[config.mk]
export PLATFORM = sky130hd
export DESIGN_NAME = bcd_rtc_core
export DESIGN_NICKNAME = d
export VERILOG_FILES = /design/src/rtl/bcd_rtc_core.sv
export SDC_FILE = /design/constraint.sdc
export NUM_CORES = 1
export LEC_CHECK = 0
export CAP_MARGIN = 20
export CORE_ASPECT_RATIO = 1.75
export CORE_UTILIZATION = 55
export CTS_CLUSTER_SIZE = 20
export DETAILED_ROUTE_END_ITERATION = 7
export DONT_BUFFER_PORTS = 1
export PLACE_DENSITY = 0.78
export SYNTH_ARGS = -nofsm -noshare
export SYNTH_HDL_FRONTEND = slang
export SYNTH_SLANG_ARGS = --single-unit
[constraint.sdc]
create_clock -name clk -period 4.4 [get_ports clk]
set_clock_uncertainty 0.2 [all_clocks]
set_input_delay 0.88 -clock clk [delete_from_list [all_inputs] [get_ports clk]]
set_output_delay 0.88 -clock clk [all_outputs]
set_load 0.02 [all_outputs]
[src/rtl/bcd_rtc_core.sv]
module bcd_rtc_core #(
  parameter int TICKS_PER_SEC = 32768
) (
  input  logic       clk,
  input  logic       rst_n,
  input  logic       tick,
  input  logic       alarm_in,
  input  logic       we,
  input  logic [7:0] addr,
  input  logic [7:0] wdata,
  output logic [7:0] rdata,
  output logic       irq
);
  localparam int PW = (TICKS_PER_SEC > 2) ? $clog2(TICKS_PER_SEC) : 1;
  localparam logic [PW-1:0] LAST = PW'(TICKS_PER_SEC - 1);
  localparam logic [7:0] A_SEC = 8'h00, A_MIN = 8'h04, A_HR = 8'h08, A_DAY = 8'h0C,
                         A_MON = 8'h10, A_YR = 8'h14, A_WK = 8'h18,
                         A_CTL = 8'h40, A_STA = 8'h44, A_IEN = 8'h48;

  function automatic logic [7:0] bcd_inc(input logic [7:0] v);
    return (v[3:0] == 4'h9) ? {v[7:4] + 4'd1, 4'h0} : v + 8'd1;
  endfunction

  logic [PW-1:0] pre;
  logic [7:0] sec, min, hr, day, mon, yr;
  logic [2:0] wk;
  logic       run, mode12;
  logic [7:2] ev, ien;
  logic [7:0] dim, hr_next, h_inc;

  wire sec_wr = we && addr == A_SEC;
  wire busy   = run && pre == LAST;
  wire upd    = busy && tick && !sec_wr;

  wire leap    = yr[4] ? (yr[3:0] == 4'h2 || yr[3:0] == 4'h6)
                       : (yr[3:0] == 4'h0 || yr[3:0] == 4'h4 || yr[3:0] == 4'h8);
  wire pm      = hr[5];
  wire hr_wrap = mode12 ? (pm && hr[4:0] == 5'h11) : (hr == 8'h23);
  wire c_sec   = sec == 8'h59;
  wire c_min   = c_sec && min == 8'h59;
  wire c_hr    = c_min && hr_wrap;
  wire c_day   = c_hr && day == dim;
  wire c_mon   = c_day && mon == 8'h12;

  assign h_inc = bcd_inc({3'b000, hr[4:0]});

  always_comb begin
    case (mon)
      8'h02:                      dim = leap ? 8'h29 : 8'h28;
      8'h04, 8'h06, 8'h09, 8'h11: dim = 8'h30;
      default:                    dim = 8'h31;
    endcase
    if (!mode12)                hr_next = hr_wrap ? 8'h00 : bcd_inc(hr);
    else if (hr[4:0] == 5'h12)  hr_next = {2'b00, pm, 5'h01};
    else if (hr[4:0] == 5'h11)  hr_next = {2'b00, ~pm, 5'h12};
    else                        hr_next = {2'b00, pm, h_inc[4:0]};
  end

  always_ff @(posedge clk or negedge rst_n) begin
    if (!rst_n)                  pre <= '0;
    else if (sec_wr)             pre <= '0;
    else if (run && tick)        pre <= (pre == LAST) ? '0 : pre + 1'b1;
  end

  always_ff @(posedge clk or negedge rst_n) begin
    if (!rst_n) begin
      sec <= 8'h00; min <= 8'h00; hr <= 8'h00; day <= 8'h01;
      mon <= 8'h01; yr <= 8'h00; wk <= 3'd6;
      run <= 1'b0; mode12 <= 1'b0; ien <= '0;
    end else begin
      if (upd) begin
        sec <= c_sec ? 8'h00 : bcd_inc(sec);
        if (c_sec) min <= c_min ? 8'h00 : bcd_inc(min);
        if (c_min) hr <= hr_next;
        if (c_hr) begin
          day <= (day == dim) ? 8'h01 : bcd_inc(day);
          wk  <= (wk == 3'd6) ? 3'd0 : wk + 3'd1;
        end
        if (c_day) mon <= c_mon ? 8'h01 : bcd_inc(mon);
        if (c_mon) yr  <= (yr == 8'h99) ? 8'h00 : bcd_inc(yr);
      end
      if (we) begin
        case (addr)
          A_SEC: sec <= {1'b0, wdata[6:0]};
          A_MIN: min <= {1'b0, wdata[6:0]};
          A_HR:  hr  <= {2'b00, wdata[5:0]};
          A_DAY: day <= {2'b00, wdata[5:0]};
          A_MON: mon <= {3'b000, wdata[4:0]};
          A_YR:  yr  <= wdata;
          A_WK:  wk  <= wdata[2:0];
          A_CTL: begin run <= wdata[0]; mode12 <= wdata[3]; end
          A_IEN: ien <= wdata[7:2];
          default: ;
        endcase
      end
    end
  end

  wire [7:2] ev_clr = (we && addr == A_STA) ? wdata[7:2] : 6'd0;
  wire [7:2] ev_set = {1'b0, alarm_in, upd && c_hr, upd && c_min, upd && c_sec, upd};

  always_ff @(posedge clk or negedge rst_n) begin
    if (!rst_n) ev <= 6'b100000;
    else        ev <= (ev & ~ev_clr) | ev_set;
  end

  assign irq = |(ev & ien);

  always_comb begin
    case (addr)
      A_SEC:   rdata = sec;
      A_MIN:   rdata = min;
      A_HR:    rdata = hr;
      A_DAY:   rdata = day;
      A_MON:   rdata = mon;
      A_YR:    rdata = yr;
      A_WK:    rdata = {5'b00000, wk};
      A_CTL:   rdata = {4'b0000, mode12, 2'b00, run};
      A_STA:   rdata = {ev, run, busy};
      A_IEN:   rdata = {ien, 2'b00};
      default: rdata = 8'h00;
    endcase
  end
endmodule

==> reports/results.tsv <==
metric	value	unit
status	finished clean	
path_class	input pin to output pin	
io_pins	30	
grt_max_degree	81	
clockRootBuffer	clkbuf_16	
syn_nets	710	
seqCellArea	2010	um^2
dieArea	10600	um^2
antenna_found_initial	0	
gr-total-overflow	0	
cts_buffers	9	
start_kind	input pin	
layout_common_cells	80 x nand2_1, 75 x dfrtp_1, 63 x nor2_1, 42 x o21ai_0, 42 x a21oi_1	
hpwlAfterDp	12.6	mm
synth_cells	669	
row_count	48	
antenna_cells	0	
multi_input_area	3340	um^2
whs	0.0246	ns
synth_cell_types	75	
postCtsSetupBuffers	0	
hp-class	input pin to async pin	
die_x	78.3	um
setup_viol	0	
p_comb_frac	0.074	
clkPwrFrac	0.453	
maxCapViolations	0	
nFillCells	903	
end_kind	output pin	
grt_usage	0.338	
ys_ff_latch	80	
clock_latency	0.35	ns
slowest_stage	or4b_2	
worstReg2RegStart	mon[4]$_DFF_PN0_	
gp_congestion	0.996	
syn_area	5600	um^2
drc	0	
portBuffers	0	
cts.htree.levels	3	
slowest_delay	0.76	ns
hold_viol_final	0	
period_minus_slack	3.83	ns
drt_pre_antenna_iters	6	
fin_nets	695	
wl_per_cell	21.7	um
crit_start	addr[5]	
final_common_cell	nand2_1	
synthFlopType	dfrtp_1	
tns	0	ns
p_int	0.00134	W
grt_pass1_wl	26.6	mm
clock-sinks	80	
path_clk_slew	0.06	ns
ys_seq_area_frac	0.359	
seqPwrFrac	0.473	
viasPerCell	6.74	
critPathArrivalTime	2.75	ns
drt_iter0_drc	470	
avgSynthCellArea	8.37	um^2
fin_ws	0.573	ns
crit_path_cell_trace	or4b_2, nor2_1, a222oi_1, a21boi_0, nand3_1	
start_util	0.565	
switchingPower	0.000461	W
vdd_ir_drop_max	0.201	mV
synth_top_area_cell	dfrtp_1	
crit_required	3.32	ns
drive_gt1_frac	0.0819	
cts_tree	done	
die_height	135	um
finalCritPeriodShare	0.870	
timing.fmax	0.261	GHz
p_leak	2.45	nW
slew_headroom	0.478	
switching_share	0.256	
hold_buffers	0	
yosys.area.top_type_share	0.335	
rrSetupSlack	0.78	ns
slew_violations	0	
p_per_area	301	nW/um^2
rsz0062_at_grt	no	
cts_resized	0	
yosys-top-cells-area	dfrtp_1 34%, nand2_1 5.4%, ha_1 4.5%	
async_flop_share	1.00	
syn_to_final_growth	6.70	%
vias	5285	
worst_pin_slew	0.783	ns
path_max_fanout	9	
yosys_warnings	0	
core	9910	um^2
drt_wl_total	17.0	mm
dp_slack	0.593	ns
antenna_left	0	
grt_pass1_vias	5026	
finalPower	0.00180	W
synth-edff-count	0	
cts.path.max_buffers	2	
==> synthesized netlist by cell type, drive strengths merged (4+ instances only) <==
cell type,n
or4,5
a31oi,9
xnor2,13
nor2b,9
dfrtp,75
nand4,19
o21ai,46
mux2,7
and3,13
mux2i,8
and2,7
nand3b,4
and3b,5
xor2,16
a222oi,9
dfstp,5
clkbuf,17
a21oi,43
o22ai,4
a21o,4
o31ai,4
nand2,81
buf,15
nor2,63
nand2b,4
nor3,21
nor4,7
a211oi,4
nor3b,4
o41ai,5
a2111oi,4
ha,20
inv,28
a22oi,17
nand3,33
==> kinds of logic after synthesis <==
kind of cell             Yosys count  synth area share
multiplexers                      15            0.0290
AND/OR/NAND/NOR                  289             0.266
flip-flops                        80             0.359
adder cells (fa/ha/maj)           20            0.0447
AO/OA/AOI/OAI                    176             0.211
buffers and inverters             60            0.0451
XOR/XNOR                          29            0.0454
==> stage by stage <==
stage	utilization	area [um^2]	std cells
6_report	0.603	5980	784
2_1_floorplan	-	5600	669
4_1_cts	0.603	5980	784
5_1_grt	0.603	5980	784
3_3_place_gp	0.571	5650	768
3_5_place_dp	0.571	5650	768
==> flip-flops by register name, summed over array words and instances, names as in the netlist <==
register	count
day	8
ev	6
hr	8
ien	6
min	8
mode12	1
mon	8
pre	15
run	1
sec	8
wk	3
yr	8
==> routing by layer <==
layer,vias to the layer above,routed length [um],share of wire,track usage
met5,-,0,0,0
met4,0,1240,0.073,0.259
met3,72,1180,0.069,0.0620
met2,238,8720,0.51,0.586
met1,2550,5850,0.34,0.358
li1,2425,-,-,-
==> path summary, 6_finish.rpt <==
path,endpoint,depth (start not counted)
worst max-delay path,rdata[7],5
worst min-delay path,yr[4]$_DFF_PN0_,0
worst max register to register,yr[7]$_DFF_PN0_,9
worst min register to register,ev[7]$_DFF_PN1_,2
min in group clk,ev[7]$_DFF_PN1_,2
max in group asynchronous,day[0]$_DFF_PN1_,0
==> area by class of cell <==
cell class | count | share of cell area
Sequential cell | 80 | 0.336
Clock inverter | 7 | 0.0161
Tap cell | 125 | 0.0262
Clock buffer | 9 | 0.0377
Timing Repair Buffer | 6 | 0.00754
Multi-Input combinational cell | 529 | 0.559
Inverter | 28 | 0.0176
==> power by group through the flow <==
stage | sequential (W) | combinational (W) | clock, W
2_1_floorplan | 0.000818 | 0.000132 | 0
3_3_place_gp | 0.000861 | 0.000125 | 0
3_5_place_dp | 0.000862 | 0.000132 | 0
4_1_cts | 0.000849 | 0.000133 | 0.000820
5_1_grt | 0.000854 | 0.000150 | 0.000847
6_report | 0.000851 | 0.000133 | 0.000815
==> critical path: cells and delay by family <==
kind | cells | cell delay, ns
AOI/OAI and AO/OA | 2 | 0.33
and+or+nand+nor | 3 | 1.53
Note: power is estimated with default switching activity, not from simulation.
